--- src/rtl/rp_pkg.sv ---
package rp_pkg;
    typedef enum logic [1:0] {
        RM_NEAR_EVEN = 2'b00,
        RM_ZERO      = 2'b01,
        RM_UP        = 2'b10,
        RM_DOWN      = 2'b11
    } rmode_e;

    typedef enum logic {
        ST_IDLE = 1'b0,
        ST_EMIT = 1'b1
    } rp_state_e;
endpackage

--- src/rtl/rp_prescale.sv ---
// Biases the exponent and, for values below the normal range, shifts the
// significand right into denormal position, folding shifted-out bits into sticky.
module rp_prescale #(
    parameter int FRAC_W = 23,
    parameter int EXT_W  = 2,
    parameter int EXP_W  = 10,
    parameter int EXPF_W = 8,
    localparam int SIG_W = 1 + FRAC_W + EXT_W,
    localparam int BE_W  = EXP_W + 2
) (
    input  logic signed [EXP_W-1:0] in_exp,
    input  logic [SIG_W-1:0]        in_sig,
    input  logic                    in_sticky,
    output logic [SIG_W-1:0]        work_sig,
    output logic                    work_sticky,
    output logic                    tiny,
    output logic signed [BE_W-1:0]  biased_exp
);
    localparam int BIAS = (1 << (EXPF_W - 1)) - 1;
    localparam int SH_W = $clog2(SIG_W + 1);

    logic signed [BE_W-1:0] shift_full;
    logic [SH_W-1:0]        shift_amt;
    logic [2*SIG_W-1:0]     wide;

    always_comb begin
        biased_exp = $signed({{2{in_exp[EXP_W-1]}}, in_exp}) + $signed(BE_W'(BIAS));
        tiny       = biased_exp < $signed(BE_W'(1));
        shift_full = $signed(BE_W'(1)) - biased_exp;
        if (!tiny)
            shift_amt = '0;
        else if (shift_full >= $signed(BE_W'(SIG_W)))
            shift_amt = SH_W'(SIG_W);
        else
            shift_amt = shift_full[SH_W-1:0];
        wide        = {in_sig, {SIG_W{1'b0}}} >> shift_amt;
        work_sig    = wide[2*SIG_W-1:SIG_W];
        work_sticky = in_sticky | (|wide[SIG_W-1:0]);
    end
endmodule

--- src/rtl/rp_rounder.sv ---
// Decides the rounding increment for the selected direction and adds it.
module rp_rounder
    import rp_pkg::*;
#(
    parameter int FRAC_W = 23,
    parameter int EXT_W  = 2,
    localparam int SIG_W = 1 + FRAC_W + EXT_W
) (
    input  logic [SIG_W-1:0]  work_sig,
    input  logic              work_sticky,
    input  logic              sign,
    input  rmode_e            mode,
    output logic [FRAC_W+1:0] mant,
    output logic              inexact
);
    logic [FRAC_W:0] keep;
    logic            guard_b;
    logic            round_b;
    logic            any_lost;
    logic            inc;

    assign keep    = work_sig[SIG_W-1:EXT_W];
    assign guard_b = work_sig[EXT_W-1];

    generate
        if (EXT_W > 1) begin : g_multi_ext
            assign round_b = |work_sig[EXT_W-2:0];
        end else begin : g_single_ext
            assign round_b = 1'b0;
        end
    endgenerate

    always_comb begin
        any_lost = guard_b | round_b | work_sticky;
        unique case (mode)
            RM_NEAR_EVEN: inc = guard_b & (round_b | work_sticky | keep[0]);
            RM_ZERO:      inc = 1'b0;
            RM_UP:        inc = ~sign & any_lost;
            RM_DOWN:      inc = sign & any_lost;
        endcase
        mant    = {1'b0, keep} + {{(FRAC_W+1){1'b0}}, inc};
        inexact = any_lost;
    end
endmodule

--- src/rtl/rp_packer.sv ---
// Renormalizes after carry, resolves overflow and special operands, builds the word.
module rp_packer
    import rp_pkg::*;
#(
    parameter int FRAC_W = 23,
    parameter int EXP_W  = 10,
    parameter int EXPF_W = 8,
    localparam int BE_W  = EXP_W + 2,
    localparam int WORD_W = 1 + EXPF_W + FRAC_W
) (
    input  logic                   sign,
    input  logic [FRAC_W+1:0]      mant,
    input  logic signed [BE_W-1:0] biased_exp,
    input  logic                   tiny,
    input  logic                   rnd_inexact,
    input  logic                   is_nan,
    input  logic                   is_inf,
    input  logic                   is_zero,
    input  rmode_e                 mode,
    output logic [WORD_W-1:0]      word,
    output logic                   f_nx,
    output logic                   f_of,
    output logic                   f_uf
);
    localparam int EMAX_F = (1 << EXPF_W) - 1;

    logic signed [BE_W-1:0] exp_fin;
    logic [FRAC_W-1:0]      frac;
    logic                   ovf;
    logic                   to_inf;

    always_comb begin
        if (tiny)
            exp_fin = $signed({{(BE_W-1){1'b0}}, mant[FRAC_W]});
        else
            exp_fin = biased_exp + $signed({{(BE_W-1){1'b0}}, mant[FRAC_W+1]});
        frac   = mant[FRAC_W+1] ? mant[FRAC_W:1] : mant[FRAC_W-1:0];
        ovf    = !tiny && (exp_fin >= $signed(BE_W'(EMAX_F)));
        to_inf = (mode == RM_NEAR_EVEN) || (mode == RM_UP && !sign) ||
                 (mode == RM_DOWN && sign);

        f_nx = 1'b0;
        f_of = 1'b0;
        f_uf = 1'b0;
        if (is_nan) begin
            word = {1'b0, {EXPF_W{1'b1}}, 1'b1, {(FRAC_W-1){1'b0}}};
        end else if (is_inf) begin
            word = {sign, {EXPF_W{1'b1}}, {FRAC_W{1'b0}}};
        end else if (is_zero) begin
            word = {sign, {(WORD_W-1){1'b0}}};
        end else if (ovf) begin
            f_nx = 1'b1;
            f_of = 1'b1;
            if (to_inf)
                word = {sign, {EXPF_W{1'b1}}, {FRAC_W{1'b0}}};
            else
                word = {sign, EXPF_W'(EMAX_F - 1), {FRAC_W{1'b1}}};
        end else begin
            word = {sign, exp_fin[EXPF_W-1:0], frac};
            f_nx = rnd_inexact;
            f_uf = tiny & rnd_inexact;
        end
    end
endmodule

--- src/rtl/sp_round_pack.sv ---
module sp_round_pack
    import rp_pkg::*;
#(
    parameter int FRAC_W = 23,
    parameter int EXT_W  = 2,
    parameter int EXP_W  = 10,
    parameter int EXPF_W = 8,
    localparam int SIG_W  = 1 + FRAC_W + EXT_W,
    localparam int BE_W   = EXP_W + 2,
    localparam int WORD_W = 1 + EXPF_W + FRAC_W
) (
    input  logic              clk,
    input  logic              rst_n,
    input  logic              in_valid,
    input  logic              in_sign,
    input  logic [EXP_W-1:0]  in_exp,
    input  logic [SIG_W-1:0]  in_sig,
    input  logic              in_sticky,
    input  logic              in_nan,
    input  logic              in_inf,
    input  logic              in_zero,
    input  logic [1:0]        rnd_mode,
    output logic              out_valid,
    output logic [WORD_W-1:0] out_word,
    output logic              flag_inexact,
    output logic              flag_overflow,
    output logic              flag_underflow
);
    rp_state_e state_q, state_d;

    logic [SIG_W-1:0]       work_sig;
    logic                   work_sticky;
    logic                   tiny;
    logic signed [BE_W-1:0] biased_exp;
    logic [FRAC_W+1:0]      mant;
    logic                   rnd_inexact;
    logic [WORD_W-1:0]      word_c;
    logic                   nx_c, of_c, uf_c;
    rmode_e                 mode;

    assign mode = rmode_e'(rnd_mode);

    rp_prescale #(.FRAC_W(FRAC_W), .EXT_W(EXT_W), .EXP_W(EXP_W), .EXPF_W(EXPF_W)) u_pre (
        .in_exp     ($signed(in_exp)),
        .in_sig     (in_sig),
        .in_sticky  (in_sticky),
        .work_sig   (work_sig),
        .work_sticky(work_sticky),
        .tiny       (tiny),
        .biased_exp (biased_exp)
    );

    rp_rounder #(.FRAC_W(FRAC_W), .EXT_W(EXT_W)) u_rnd (
        .work_sig   (work_sig),
        .work_sticky(work_sticky),
        .sign       (in_sign),
        .mode       (mode),
        .mant       (mant),
        .inexact    (rnd_inexact)
    );

    rp_packer #(.FRAC_W(FRAC_W), .EXP_W(EXP_W), .EXPF_W(EXPF_W)) u_pack (
        .sign       (in_sign),
        .mant       (mant),
        .biased_exp (biased_exp),
        .tiny       (tiny),
        .rnd_inexact(rnd_inexact),
        .is_nan     (in_nan),
        .is_inf     (in_inf),
        .is_zero    (in_zero),
        .mode       (mode),
        .word       (word_c),
        .f_nx       (nx_c),
        .f_of       (of_c),
        .f_uf       (uf_c)
    );

    // next-state: accept / stream / drain / rest
    always_comb begin
        unique case (state_q)
            ST_IDLE: state_d = in_valid ? ST_EMIT : ST_IDLE;
            ST_EMIT: state_d = in_valid ? ST_EMIT : ST_IDLE;
        endcase
    end

    always_ff @(posedge clk or negedge rst_n) begin
        if (!rst_n) state_q <= ST_IDLE;
        else        state_q <= state_d;
    end

    always_ff @(posedge clk or negedge rst_n) begin
        if (!rst_n) begin
            out_word       <= '0;
            flag_inexact   <= 1'b0;
            flag_overflow  <= 1'b0;
            flag_underflow <= 1'b0;
        end else if (in_valid) begin
            out_word       <= word_c;
            flag_inexact   <= nx_c;
            flag_overflow  <= of_c;
            flag_underflow <= uf_c;
        end
    end

    always_comb out_valid = (state_q == ST_EMIT);
endmodule

--- config.mk ---
export PLATFORM = sky130hd
export DESIGN_NAME = sp_round_pack
export DESIGN_NICKNAME = d
export VERILOG_FILES = /design/src/rtl/rp_pkg.sv /design/src/rtl/rp_prescale.sv /design/src/rtl/rp_rounder.sv /design/src/rtl/rp_packer.sv /design/src/rtl/sp_round_pack.sv
export SDC_FILE = /design/constraint.sdc
export NUM_CORES = 1
export LEC_CHECK = 0
export ABC_AREA = 1
export CORE_MARGIN = 8
export CORE_UTILIZATION = 55
export DETAILED_ROUTE_END_ITERATION = 6
export PLACE_DENSITY = 0.86
export SYNTH_ARGS = -nofsm -noshare
export SYNTH_HDL_FRONTEND = slang
export SYNTH_SLANG_ARGS = --single-unit
--- constraint.sdc ---
create_clock -name clk -period 0.9 [get_ports clk]
set_input_delay 0.18 -clock clk [delete_from_list [all_inputs] [get_ports clk]]
set_output_delay 0.18 -clock clk [all_outputs]
set_load 0.1 [all_outputs]
==> results.cfg, run 1 <==
[run_status]
status = did not finish
stop_stage = clock tree synthesis
stop_error = [ERROR DPL-0038] Utilization greater than 100%, impossible to legalize

[placed_design]
dp.cells = 1287
dp_hpwl_um = 19700
place_congestion = 1.04
post_dp_cell_area_um2 = 8130
dp_slack_ns = -7.03
placement.io_buffers = 81

[synthesis]
yosys_register_bits = 36
ys_warn_count = 0
synth_area_um2 = 5250
syn_nets = 972
synth_flop_cell = dfrtp_1
seq_area_frac_synth_pct = 17.2
synth_edf_count = 0
synthCells = 917
syn_area_per_cell_um2 = 5.72
yosysUniqueCellTypes = 45
async_flop_share_pct = 100

[clock_tree]
clkSinkCount = 36
cts-buffers-inserted = 5
cts-resized-gates = 174
hold_buffers = 0
htreeDepth = 2
clockBufferDepth = 2
root_buffer = clkbuf_8
cts_setup_buffers = 80

[die]
start_util_pct = 56.8
die_x_um = 114
die_y_um = 114
fp-row-count = 35
ios = 82
==> cells in the mapped netlist (7+ instances only) <==
cell type | number | area share [%]
nand2_1 | 347 | 25
buf_2 | 17 | 1.6
nand3_1 | 150 | 14
o21ai_0 | 26 | 2.5
inv_2 | 21 | 1.5
o21ai_1 | 7 | 0.67
inv_1 | 48 | 3.4
nand3_2 | 15 | 2.9
nor2_1 | 62 | 4.4
ha_1 | 9 | 2.1
xor2_1 | 9 | 1.5
a21oi_1 | 28 | 2.7
nor3_1 | 10 | 0.95
dfrtp_1 | 36 | 17
nand2_2 | 26 | 3.1
nor2_2 | 16 | 1.9
clkbuf_1 | 8 | 0.57
nand4_1 | 17 | 2.0
buf_6 | 7 | 1.5
==> per-stage QoR <==
step	TNS, ns	utilization (%)
after global placement	-198.58	88.0
after floorplan	-168.72	-
after detailed placement	-228.49	88.0
==> kinds of logic after synthesis <==
logic type / Yosys count / share of synthesized area (%)
adders and majority gates: 9 / 2.15
buffers and inverters: 110 / 9.66
DFF: 36 / 17.2
xor gates and xnor gates: 12 / 2.00
and+or+nand+nor: 671 / 60.0
AOI/OAI and AO/OA: 79 / 9.04
==> run 2: changes to the inputs <==
CORE_UTILIZATION = 40   (was 55)
PLACE_DENSITY = default   (was 0.86)
PLACE_DENSITY_LB_ADDON = 0.15   (was default)
==> results.cfg, run 2 <==
[timing]
max_freq_ghz = 0.155
maxSlewViolCount = 0
setup_viol = 71
worst_pin_slew_ns = 0.524
relSlewSlack_pct = 64.9
finalHoldViolCount = 0
hold_ws_ns = 0.269
clock_skew_ns = 0
fin_setup_tns_ns = -187.87
rsz0062_at_grt = true
setup_ws_ns = -5.56
period_needed_ns = 6.46
period_share_pct = 718

[detailed_routing]
ant_nets = 0
drt-total-wl_um = 24000
dr_total_vias = 7969
drtPass1Iterations = 6
drc = 0
viasPerCell = 5.55
wire_per_inst_um = 16.7
initialDrtViolationCount = 771

[clock_tree]
htreeDepth = 2
insertion_delay_ns = 0.28
cts_tree = done
clockBufferDepth = 2
path_clk_slew_ns = 0.05
clkSinkCount = 36
root_buffer = clkbuf_16
hold_buffers = 0
cts-buffers-inserted = 5

[cells_and_area]
top_register = out_word
area.growth.synth_to_final_pct = 94.4
final_core_util_pct = 78.3
final_cell_mix = 259 x nand2_1, 245 x buf_4, 115 x nand3_1
fin_area_um2 = 10200
finalNetCount = 1316
drive_gt1_share_pct = 52.7
n_antenna_cell = 0
largest_reg_flops = 32
fin_cells = 1437
layout_commonest_cell = nand2_1

[synthesis]
ys_top_cells_by_area = nand2_1 25%, dfrtp_1 17%, nand3_1 14%, nor2_1 4.4%, inv_1 3.4%
syn_area_per_cell_um2 = 5.72
async_flop_share_pct = 100
synth_flop_cell = dfrtp_1
seq_area_frac_synth_pct = 17.2
yosysTopAreaCell = nand2_1
syn_nets = 972
synth_area_um2 = 5250
yosysMostFrequentCell = nand2_1
yosys-top-cells-count = 347 x nand2_1, 150 x nand3_1, 62 x nor2_1
ys_warn_count = 0
yosysTopAreaCellShare_pct = 24.8
synth_edf_count = 0
yosys_register_bits = 36
synthCells = 917
yosysUniqueCellTypes = 45

[global_routing]
use_met3_pct = 4.18
grt_use_total_pct = 27.3
overflow = 0
use_met2_pct = 47.0
grt_first_pass_wirelength_um = 37600
grt_start_max_net_pins = 37
met1_usage_pct = 33.1
busiest_layer = met2
grt_pass1_vias = 7844
antenna_found_initial = 0

[die]
core-area_um2 = 13000
fp-row-count = 42
ios = 82
start_util_pct = 40.3
die_y_um = 131
die_x_um = 131
die-area_um2 = 17000

[critical_path]
required_ns = 1.07
critPathSlowestCell = ha_2
slowest_delay_ns = 0.24
cp_common_cell = nand2_2
arrival_ns = 6.63
worst_setup_path_end_kind = register
path_class = primary input to register
cp_max_fo = 7
cp-start-kind = primary input

[placed_design]
placement.io_buffers = 81
post_dp_cell_area_um2 = 8210
place_congestion = 0.959
dp_hpwl_um = 15200
dp.cells = 1340
dp_slack_ns = -6.30

[run_status]
violations = negative setup slack
status = finished, violations left

[hold_path]
hp-class = primary input to asynchronous set/reset pin

[job]
max_cap_viol_count = 0

[power_and_ir_drop]
power_density_nw_per_um2 = 1160
power_leakage_nw = 5.03
total_power_mw = 11.8
ir_worst_vdd_mv = 0.893
-- run 2: cell counts after synthesis --
Identical to the previous run, type by type.
-- run 2: what timing repair did --
| item | 4_1_cts | 5_1_grt |
|---|---|---|
| endpoints found under the setup margin | 71 | 71 |
| pin swaps | 78 | 59 |
| setup buffers | 79 | 26 |
| cloned | 11 | 1 |
| gates resized for setup | 170 | 121 |
-- run 2: layout make-up --
cell class | instances | area, um2
clock buffers | 7 | 153
fillers | 899 | 2830
inverters | 73 | 324
multi-input cells | 774 | 4790
flip-flops and latches | 36 | 948
well taps | 176 | 220
repair buffers | 368 | 3710
repair inverters | 3 | 48.8
-- run 2: metal layers --
metal  routed length, um  vias up
li1                    -     3698
met1                9170     3741
met2               12000      421
met3                1850      109
met4                1000        0
met5                   0        -
-- run 2: cells by family after synthesis --
| logic type | Yosys count | share of synthesized area [%] |
|---|---|---|
| compound gates | 79 | 9.04 |
| buf+inv | 110 | 9.66 |
| simple gates | 671 | 60.0 |
| fa+ha+maj | 9 | 2.15 |
| xor+xnor | 12 | 2.00 |
| flops | 36 | 17.2 |
-- run 2: worst paths after layout --
path	cells past startpoint	slack [ns]	endpoint	startpoint
worst max-delay path	64	-5.56	out_word[11]	in_exp[1]
worst min-delay path	2	0.27	out_word[4]	rst_n
worst max register to register	2	-0.06	out_word[31]	out_word[31]
worst min register to register	2	0.52	out_word[12]	out_word[12]
max in group asynchronous	2	0.42	out_word[31]	rst_n
min in group clk	2	0.31	out_valid	in_valid
-- run 2: worst max-delay path: cells and delay by family --
family,cells,cell delay [ns]
AOI/OAI and AO/OA,3,0.37
xor gates and xnor gates,1,0.08
adders and majority gates,5,0.83
buffers and inverters,12,1.13
and+or+nand+nor,43,4.03
-- run 2: where the power goes --
part           leakage (nW)  switching (mW)  total [mW]  internal, mW
logic                  4.53            4.51        8.11          3.60
registers             0.416           0.129        1.88          1.75
clock network        0.0760           0.662        1.82          1.16
Power figures use the tool's default switching activity.
==> run 3: changes to the inputs <==
CORE_MARGIN = default   (was 8)
CTS_BUF_LIST = sky130_fd_sc_hd__clkbuf_8   (was default)
==> results.cfg, run 3 (synthesized netlist as in run 2, its figures left out) <==
[run_status]
status = finished, violations left
violations = negative setup slack

[critical_path]
critPathSlowestCell = ha_2
r2r_start = out_word[27]
slowest_delay_ns = 0.23
path_class = primary input to register
critPathBufInv = 15
reg2reg_slack_ns = -0.09
worst_setup_path_end_kind = register
cp_max_fo = 6
r2r-end = out_word[27]
arrival_ns = 6.94
required_ns = 1.09
cp-start-kind = primary input
cp_common_cell = nand2_2
critPathTopFamily = simple AND/OR/NAND/NOR gates
r2r_cells = 3

[timing]
worst_pin_slew_ns = 0.509
setup_viol = 70
clock_skew_ns = 0
finalHoldViolCount = 0
relSlewSlack_pct = 65.9
maxSlewViolCount = 0
period_share_pct = 750
rsz0062_at_grt = true
period_needed_ns = 6.75
setup_ws_ns = -5.85
max_freq_ghz = 0.148

[detailed_routing]
viasPerCell = 5.51
drt-total-wl_um = 23800
drtPass1Iterations = 5
initialDrtViolationCount = 931
drc = 0
wire_per_inst_um = 16.3
dr_total_vias = 8045
ant_nets = 0

[placed_design]
dp.cells = 1350
place_congestion = 0.971
dp_slack_ns = -6.38
dp_hpwl_um = 15100
placement.io_buffers = 81
post_dp_cell_area_um2 = 8320

[power_and_ir_drop]
power_leakage_nw = 4.99
switching_share_pct = 46.0
ir_worst_vdd_mv = 0.922
clkPwrFrac_pct = 11.1
power_density_nw_per_um2 = 1120
p_switching_mw = 5.22
p_int_mw = 6.13
power_frac_seq_pct = 16.6
total_power_mw = 11.3
comb_power_share_pct = 72.3

[cells_and_area]
fin_area_um2 = 10200
finalNetCount = 1343
fin_cells = 1460
n_antenna_cell = 0
final_cell_mix = 285 x nand2_1, 274 x buf_4, 117 x nand3_1
top_register = out_word
largest_reg_flops = 32
area.growth.synth_to_final_pct = 93.6
layout_commonest_cell = nand2_1
drive_gt1_share_pct = 50.2
fillers = 869

[global_routing]
antenna_found_initial = 0
grt_pass1_vias = 7614
overflow = 0
grt_first_pass_wirelength_um = 36500
grt_use_total_pct = 34.1
grt_start_max_net_pins = 37

[die]
ios = 82
fp-row-count = 41
start_util_pct = 41.2
core-area_um2 = 12700
die-area_um2 = 13600
die_x_um = 117
die_y_um = 117

[clock_tree]
clkSinkCount = 36
htreeDepth = 2
cts_tree = done
cts-buffers-inserted = 5
root_buffer = clkbuf_8
clockBufferDepth = 2
insertion_delay_ns = 0.29
path_clk_slew_ns = 0.07

[hold_path]
holdCritStartpoint = in_valid
hp-class = primary input to register
holdPathEnd = out_valid
hold_depth = 1

[job]
max_cap_viol_count = 0
-- run 3: layout make-up --
class | instances | area, um2 | share of cell area, %
multi-input cells | 772 | 4600 | 45.3
well taps | 172 | 215 | 2.12
clock buffers | 7 | 96.3 | 0.949
inverters | 73 | 323 | 3.18
repair inverters | 2 | 25.0 | 0.246
flip-flops and latches | 36 | 948 | 9.34
repair buffers | 398 | 3950 | 38.9
-- run 3: stage by stage --
step	hold slack (ns)	utilization [%]	TNS, ns
after floorplan	-0.116	-	-168.72
after detailed placement	0.509	65.4	-209.85
after global placement	0.511	65.4	-202.56
after global routing	0.178	79.8	-213.20
after CTS	0.187	75.8	-188.32
final	0.181	79.8	-199.98
-- run 3: what timing repair did --
item	CTS	global route
buffers inserted	80	22
gates resized for setup	154	76
setup endpoints to repair	71	70
cloned	7	4
hold buffers	0	0
pin swaps	54	67
-- run 3: worst max path at each step --
stage,depth (start not counted),startpoint,to
floorplan,57,in_exp[0],out_word[11]
global placement,58,in_exp[0],out_word[5]
detailed placement,60,in_exp[0],out_word[5]
global route,64,in_exp[1],out_word[0]
finish,64,in_exp[1],out_word[0]
CTS,65,in_exp[0],out_word[0]
-- run 3: worst reg2reg max path, cell delays in order (launching register included) --
cell and delay [ns]:
dfrtp_2 0.43, buf_4 0.14, a21oi_1 0.19, o21ai_1 0.10
-- run 3: per-layer routing --
metal	up-vias	wire length, um	global-route usage, %	part of all wire [%]
met5	-	0	0	0
met4	0	951	12.0	4.0
met3	111	1910	4.93	8.0
met2	437	11700	59.1	49
met1	3745	9300	42.9	39
li1	3752	-	-	-
-- run 3: power groups by stage --
stage,clock network [mW],logic (mW),registers (mW)
final,1.26,8.21,1.88
after global routing,1.34,8.64,1.89
after CTS,1.27,7.41,1.88
after detailed placement,0,6.38,1.91
after global placement,0,6.33,1.91
after floorplan,0,2.78,2.65
